## config.mk

```make
export PLATFORM = sky130hd
export DESIGN_NAME = dualedge_irq
export DESIGN_NICKNAME = d
export VERILOG_FILES = /design/src/rtl/dualedge_pkg.sv /design/src/rtl/dualedge_sync.sv /design/src/rtl/dualedge_ctrl.sv /design/src/rtl/dualedge_dp.sv /design/src/rtl/dualedge_irq.sv
export SDC_FILE = /design/constraint.sdc
export NUM_CORES = 1
export LEC_CHECK = 0
export BUFFER_PORTS_ARGS = -buffer_cell sky130_fd_sc_hd__clkbuf_2
export CAP_MARGIN = 10
export CELL_PAD_IN_SITES_DETAIL_PLACEMENT = 1
export CELL_PAD_IN_SITES_GLOBAL_PLACEMENT = 1
export CORE_MARGIN = 5
export CORE_UTILIZATION = 46
export DETAILED_ROUTE_END_ITERATION = 10
export GPL_TIMING_DRIVEN = 0
export PLACE_DENSITY_LB_ADDON = 0.1
export SETUP_SLACK_MARGIN = 0.1
export SYNTH_ARGS = -nofsm -noshare
export SYNTH_HDL_FRONTEND = slang
export SYNTH_SLANG_ARGS = --single-unit
```

## constraint.sdc

```tcl
create_clock -name clk -period 1.9 [get_ports clk]
set_clock_uncertainty 0.2 [all_clocks]
set_input_delay 0.38 -clock clk [delete_from_list [all_inputs] [get_ports clk]]
set_output_delay 0.38 -clock clk [all_outputs]
set_load 0.05 [all_outputs]
```

## src/rtl/dualedge_pkg.sv

```systemverilog
package dualedge_pkg;
  parameter int PIN_CNT = 6;
  parameter int ADDR_W  = 4;

  typedef enum logic [ADDR_W-1:0] {
    ADDR_MODE    = 4'd0,
    ADDR_POL     = 4'd1,
    ADDR_DIR     = 4'd2,
    ADDR_OTYPE   = 4'd3,
    ADDR_PME_EN  = 4'd4,
    ADDR_SMI_EN  = 4'd5,
    ADDR_PME_STS = 4'd6,
    ADDR_SMI_STS = 4'd7,
    ADDR_SUM_STS = 4'd8,
    ADDR_LEVEL   = 4'd9
  } reg_addr_e;

  typedef struct packed {
    logic [PIN_CNT-1:0] clrPme;
    logic [PIN_CNT-1:0] clrSmi;
    logic [PIN_CNT-1:0] clrSum;
  } clr_strobe_t;
endpackage

```

## src/rtl/dualedge_sync.sv

```systemverilog
module dualedge_sync #(
  parameter int Stages = 2
) (
  input  logic clk,
  input  logic rstN,
  input  logic asyncIn,
  output logic syncOut
);
  logic [Stages-1:0] chain;

  always_ff @(posedge clk or negedge rstN) begin
    if (!rstN) chain <= '0;
    else       chain <= {chain[Stages-2:0], asyncIn};
  end

  assign syncOut = chain[Stages-1];
endmodule

```

## src/rtl/dualedge_ctrl.sv

```systemverilog
module dualedge_ctrl
  import dualedge_pkg::*;
(
  input  logic               clk,
  input  logic               rstN,
  input  logic [ADDR_W-1:0]  regAddr,
  input  logic               regWrEn,
  input  logic [PIN_CNT-1:0] regWrData,
  output logic [PIN_CNT-1:0] regRdData,
  output clr_strobe_t        strb,
  output logic [PIN_CNT-1:0] modeBits,
  output logic [PIN_CNT-1:0] polBits,
  output logic [PIN_CNT-1:0] dirBits,
  output logic [PIN_CNT-1:0] otypeBits,
  output logic [PIN_CNT-1:0] pmeEnBits,
  output logic [PIN_CNT-1:0] smiEnBits,
  input  logic [PIN_CNT-1:0] pmeSts,
  input  logic [PIN_CNT-1:0] smiSts,
  input  logic [PIN_CNT-1:0] sumSts,
  input  logic [PIN_CNT-1:0] pinLvl
);
  always_ff @(posedge clk or negedge rstN) begin
    if (!rstN) begin
      modeBits  <= '0;
      polBits   <= '0;
      dirBits   <= '0;
      otypeBits <= '0;
      pmeEnBits <= '0;
      smiEnBits <= '0;
    end else if (regWrEn) begin
      case (regAddr)
        ADDR_MODE:   modeBits  <= regWrData;
        ADDR_POL:    polBits   <= regWrData;
        ADDR_DIR:    dirBits   <= regWrData;
        ADDR_OTYPE:  otypeBits <= regWrData;
        ADDR_PME_EN: pmeEnBits <= regWrData;
        ADDR_SMI_EN: smiEnBits <= regWrData;
        default: ;
      endcase
    end
  end

  always_comb begin
    strb = '0;
    if (regWrEn) begin
      case (regAddr)
        ADDR_PME_STS: strb.clrPme = regWrData;
        ADDR_SMI_STS: strb.clrSmi = regWrData;
        ADDR_SUM_STS: strb.clrSum = regWrData;
        default: ;
      endcase
    end
  end

  always_comb begin
    case (regAddr)
      ADDR_MODE:    regRdData = modeBits;
      ADDR_POL:     regRdData = polBits;
      ADDR_DIR:     regRdData = dirBits;
      ADDR_OTYPE:   regRdData = otypeBits;
      ADDR_PME_EN:  regRdData = pmeEnBits;
      ADDR_SMI_EN:  regRdData = smiEnBits;
      ADDR_PME_STS: regRdData = pmeSts;
      ADDR_SMI_STS: regRdData = smiSts;
      ADDR_SUM_STS: regRdData = sumSts;
      ADDR_LEVEL:   regRdData = pinLvl ^ polBits;
      default:      regRdData = '0;
    endcase
  end

  // mode register only moves on a write to its address
  assert_cfg_hold_R11: assert property (@(posedge clk) disable iff (!rstN)
    !(regWrEn && regAddr == ADDR_MODE) |=> $stable(modeBits));
endmodule

```

## src/rtl/dualedge_dp.sv

```systemverilog
module dualedge_dp
  import dualedge_pkg::*;
(
  input  logic               clk,
  input  logic               rstN,
  input  logic [PIN_CNT-1:0] pinIn,
  input  clr_strobe_t        strb,
  input  logic [PIN_CNT-1:0] modeBits,
  input  logic [PIN_CNT-1:0] pmeEnBits,
  input  logic [PIN_CNT-1:0] smiEnBits,
  output logic [PIN_CNT-1:0] pmeSts,
  output logic [PIN_CNT-1:0] smiSts,
  output logic [PIN_CNT-1:0] sumSts,
  output logic [PIN_CNT-1:0] pinLvl,
  output logic               pmeReq,
  output logic               smiReq
);
  logic [PIN_CNT-1:0] lvlPrev;
  logic [PIN_CNT-1:0] edgeVec;

  for (genvar p = 0; p < PIN_CNT; p++) begin : g_sync
    dualedge_sync #(.Stages(2)) u_sync (
      .clk     (clk),
      .rstN    (rstN),
      .asyncIn (pinIn[p]),
      .syncOut (pinLvl[p])
    );
  end

  always_ff @(posedge clk or negedge rstN) begin
    if (!rstN) lvlPrev <= '0;
    else       lvlPrev <= pinLvl;
  end

  assign edgeVec = pinLvl ^ lvlPrev;

  // an edge wins over a clear in the same cycle
  always_ff @(posedge clk or negedge rstN) begin
    if (!rstN) begin
      pmeSts <= '0;
      smiSts <= '0;
      sumSts <= '0;
    end else begin
      pmeSts <= (pmeSts & ~strb.clrPme) | edgeVec;
      smiSts <= (smiSts & ~strb.clrSmi) | edgeVec;
      sumSts <= (sumSts & ~strb.clrSum) | edgeVec;
    end
  end

  assign pmeReq = |(pmeSts & pmeEnBits & modeBits);
  assign smiReq = |(smiSts & smiEnBits & modeBits);

  // every detected edge lands in all three status words
  assert_edge_sets_R6: assert property (@(posedge clk) disable iff (!rstN)
    (edgeVec != '0) |=> ((pmeSts & smiSts & sumSts & $past(edgeVec)) == $past(edgeVec)));

  // a status bit never rises without an edge
  assert_no_spurious_R2: assert property (@(posedge clk) disable iff (!rstN)
    ((pmeSts & ~$past(pmeSts) & ~$past(edgeVec)) == '0));

  // a status bit only falls after a clear strobe for it
  assert_clear_only_R5: assert property (@(posedge clk) disable iff (!rstN)
    (($past(pmeSts) & ~pmeSts & ~$past(strb.clrPme)) == '0));

  // no request while every pin is out of dual-edge mode
  assert_req_gated_R7: assert property (@(posedge clk) disable iff (!rstN)
    (modeBits == '0) |-> (!pmeReq && !smiReq));
endmodule

```

## src/rtl/dualedge_irq.sv

```systemverilog
module dualedge_irq
  import dualedge_pkg::*;
(
  input  logic               clk,
  input  logic               rstN,
  input  logic [PIN_CNT-1:0] pinIn,
  input  logic [ADDR_W-1:0]  regAddr,
  input  logic               regWrEn,
  input  logic [PIN_CNT-1:0] regWrData,
  output logic [PIN_CNT-1:0] regRdData,
  output logic [PIN_CNT-1:0] pinOutEn,
  output logic [PIN_CNT-1:0] pinOpenDrain,
  output logic               pmeReq,
  output logic               smiReq
);
  clr_strobe_t        strb;
  logic [PIN_CNT-1:0] modeBits, polBits, dirBits, otypeBits, pmeEnBits, smiEnBits;
  logic [PIN_CNT-1:0] pmeSts, smiSts, sumSts, pinLvl;

  dualedge_ctrl u_ctrl (
    .clk       (clk),
    .rstN      (rstN),
    .regAddr   (regAddr),
    .regWrEn   (regWrEn),
    .regWrData (regWrData),
    .regRdData (regRdData),
    .strb      (strb),
    .modeBits  (modeBits),
    .polBits   (polBits),
    .dirBits   (dirBits),
    .otypeBits (otypeBits),
    .pmeEnBits (pmeEnBits),
    .smiEnBits (smiEnBits),
    .pmeSts    (pmeSts),
    .smiSts    (smiSts),
    .sumSts    (sumSts),
    .pinLvl    (pinLvl)
  );

  dualedge_dp u_dp (
    .clk       (clk),
    .rstN      (rstN),
    .pinIn     (pinIn),
    .strb      (strb),
    .modeBits  (modeBits),
    .pmeEnBits (pmeEnBits),
    .smiEnBits (smiEnBits),
    .pmeSts    (pmeSts),
    .smiSts    (smiSts),
    .sumSts    (sumSts),
    .pinLvl    (pinLvl),
    .pmeReq    (pmeReq),
    .smiReq    (smiReq)
  );

  // dual-edge mode overrides direction and output type
  assign pinOutEn     = dirBits & ~modeBits;
  assign pinOpenDrain = otypeBits & ~modeBits;
endmodule

```

==> impl_metrics.csv <==
group,metric,value,unit
run_status,outcome,"finished, violations left",
run_status,violations,"negative setup slack",
flow_run,cap_violations,0,
floorplanning,ios,39,
global_route,globalRoute.totalOverflow,0,
route,wl,11.8,mm
synth,yosys_register_bits,72,
synth,netlist_area,3410,um2
timing,maxSlewViolCount,0,
setup_path,critPathArrivalTime,1690,ps
cts,cts.sinks,72,
hold_path,worstHoldPathType,"reg -> reg",
place,portBuffers,35,
synth,syn-instance-count,296,
setup_path,startpoint_type,"flop",
power,p_clk_frac,0.217,
setup_path,critPathKind,"reg -> out",
cts,cts-htree-levels,3,
layout,drive_gt1_frac,0.514,
timing,slew_headroom,0.559,
power,swShare,0.362,
timing,worst_pin_slew,657,ps
layout,final_util,0.692,
synth,yosysMostFrequentCell,"dfrtp_1",
global_route,grt_antenna_before_repair,0,
global_route,grt_pass1_wl,17.6,mm
power,powerDensity,989,nW/um2
setup_path,critPathMaxFanout,2,
setup_path,cp_data_required_time,1320,ps
route,drc,0,
timing,tns,-2100,ps
timing,final_hold_viol_count,0,
route,routedWlPerCell,24.6,um
cts,clk_latency,340,ps
floorplanning,floorplan.rows,31,
setup_path,critical-path-top-delay-family,"compound AO/OA/AOI/OAI gates",
route,dr.pass1.iters,5,
floorplanning,die_area,9230,um2
setup_path,cpPeakStageDelay,390,ps
cts,cts_root_buffer,"clkbuf_8",
layout,n_antenna_cell,0,
floorplanning,die_h,96.1,um
setup_path,cp_slowest_cell,"dfrtp_1",
synth,yosys_warnings,0,
route,drt_iter0_drc,156,
synth,ys_types,45,
floorplanning,start_util,0.472,
synth,synthTopCellsByArea,"dfrtp_1 (53%), mux2_2 (12%), nand2_1 (3.7%), nor2b_1 (3.1%), o21ai_0 (2.8%)",
synth,synth_edf_count,0,
global_route,grt_max_degree,54,
layout,nNetsFinal,397,
route,num_vias,2849,
timing,max_freq,440,MHz
synth,seq_area_frac_synth,0.529,
power,leakage,2.09,nW
power,combPwrFrac,0.385,
timing,finalCriticalPeriod,2270,ps
timing,rsz0062_at_grt,"true",
route,antenna_left,0,
layout,fillCellCount,706,
synth,yosys_most_used_dff,"dfrtp_1",
power,ir_worst_vdd,520,uV
synth,synth_largest_area_cell,"dfrtp_1",
synth,synth_common_cells,"dfrtp_1 (72), mux2_2 (35), nand2_1 (34), o21ai_0 (19), nor2b_1 (17)",
setup_path,r2r_setup_slack,620,ps
synth,async_reset_ff_frac,1.00,
synth,synth_top_area_frac,0.529,
cts,cts.path.max_buffers,2,
synth,avgSynthCellArea,11.5,um2
route,via_per_inst,5.91,
global_route,grt.total_usage,0.263,
power,p_sw,0.00179,W
timing,setup_viol,9,
place,place.gp.congestion,0.879,
power,seqPwrFrac,0.398,
timing,fin_ws,-372,ps
setup_path,crit_chain,"and3_1, a21oi_2, o32ai_1, a211o_2, clkbuf_16",
cts,clk_pin_slew,80,ps
power,power.total,0.00494,W
synth,synth_nets,315,
global_route,grt_pass1_vias,3119,
setup_path,critPathBufInv,1,
layout,syn_to_final_growth,46.5,%
cts,tritoncts,"built",
place,post-dp-hpwl,6.91,mm
cts,cts_buffers,9,
timing,min_period_over_period,1.20,
power,p_int,0.00315,W
floorplanning,core,7210,um2
floorplanning,fp.dieW,96.1,um
setup_path,cp-end-kind,"primary output",
[per-stage QoR]
step                      instance area, um2  hold slack, ps  setup slack [ps]  instances
after global routing                    4990             165              -412        482
final                                   4990             152              -372        482
after global placement                  3880             132              -608        430
after floorplan                         3590            -116              -143        296
after CTS                               4790             143              -371        473
after detailed placement                3920             126              -588        431
[path summary, 6_finish.rpt]
| check | startpoint | cells after the start | end |
|---|---|---|---|
| worst max-delay path | u_dp.pmeSts[5] | 5 | regRdData[5] |
| worst min-delay path | u_dp.g_sync[4].u_sync.chain[0] | 0 | u_dp.g_sync[4].u_sync.chain[1] |
| worst max register to register | u_ctrl.modeBits[3] | 3 | u_ctrl.modeBits[3] |
| worst min register to register | u_dp.g_sync[4].u_sync.chain[0] | 0 | u_dp.g_sync[4].u_sync.chain[1] |
| max in group asynchronous | rstN | 3 | u_ctrl.modeBits[1] |
| min in group asynchronous | rstN | 2 | u_dp.g_sync[5].u_sync.chain[0] |
[kinds of logic (layout without fill, tap and decap cells)]
| kind of cell | after synthesis | count (layout) | synth area share |
|---|---|---|---|
| AOI/OAI and AO/OA | 59 | 59 | 0.110 |
| and+or+nand+nor | 90 | 90 | 0.147 |
| buffers and inverters | 15 | 102 | 0.0264 |
| muxes | 50 | 50 | 0.162 |
| DFF | 72 | 72 | 0.529 |
| xor gates and xnor gates | 10 | 10 | 0.0257 |
[worst register-to-register path, stage by stage (launching register included)]
cell and delay (ps):
dfrtp_2 460, buf_4 150, buf_6 110, mux2_2 250
[state kept, by name, indices dropped and copies added, names as in the netlist]
| signal | cells |
|---|---|
| u_ctrl.dirBits | 6 |
| u_ctrl.pmeEnBits | 6 |
| u_dp.g_sync.u_sync.chain | 12 |
| u_dp.pmeSts | 6 |
| u_dp.lvlPrev | 6 |
| u_dp.sumSts | 6 |
| u_dp.smiSts | 6 |
| u_ctrl.polBits | 6 |
| u_ctrl.otypeBits | 6 |
| u_ctrl.smiEnBits | 6 |
| u_ctrl.modeBits | 6 |
[repair_timing]
action                                  CTS  global route
setup buffers                            19            11
gates resized for setup                 102            50
endpoints found under the setup margin   20            20
endpoints found under the hold margin    25             0
pin swaps                                16            10
hold buffers                              7             0
[power by group through the flow]
stage | Combinational [W] | Sequential (W) | Clock (W)
6_report | 0.00190 | 0.00196 | 0.00107
5_1_grt | 0.00198 | 0.00198 | 0.00118
4_1_cts | 0.00164 | 0.00194 | 0.00108
3_5_place_dp | 0.00118 | 0.00195 | 0
3_3_place_gp | 0.00114 | 0.00194 | 0
2_1_floorplan | 0.000904 | 0.00188 | 0
[layer usage]
layer | vias to the layer above | GRT usage | routed length, um
met5 | - | 0 | 0
met4 | 0 | 0.0960 | 239
met3 | 20 | 0.0493 | 658
met2 | 89 | 0.432 | 6030
met1 | 1498 | 0.346 | 4920
li1 | 1242 | - | -
[layout by cell type (no fill, tap or decap), types with 4 or more instances in the layout]
master	netlist	layout
dfrtp_1	72	66
nand2_1	34	32
mux2_2	35	30
buf_4	5	19
o21ai_0	19	18
buf_8	0	18
buf_6	1	15
nor2b_4	0	12
clkbuf_2	0	12
clkbuf_8	0	11
mux2i_1	9	7
nor2_1	8	7
dlygate4sd3_1	0	7
xnor2_1	7	6
a31oi_4	0	6
and3_4	0	6
mux2_1	6	6
dfrtp_2	0	6
buf_12	0	5
mux2_4	0	5
a21oi_1	10	5
a21oi_2	0	5
nor2b_1	17	4
clkinv_2	0	4
[layout make-up]
cell class | count | area, um2 | area share
clock buffers | 10 | 128 | 0.0256
well taps | 99 | 124 | 0.0248
inverters | 3 | 16.3 | 0.00326
plain buffers | 12 | 155 | 0.0311
multi-input cells | 209 | 1950 | 0.390
repair buffers | 71 | 774 | 0.155
flip-flops and latches | 72 | 1810 | 0.362
clock inverters | 6 | 36.3 | 0.00727
Power figures use the tool's default switching activity.
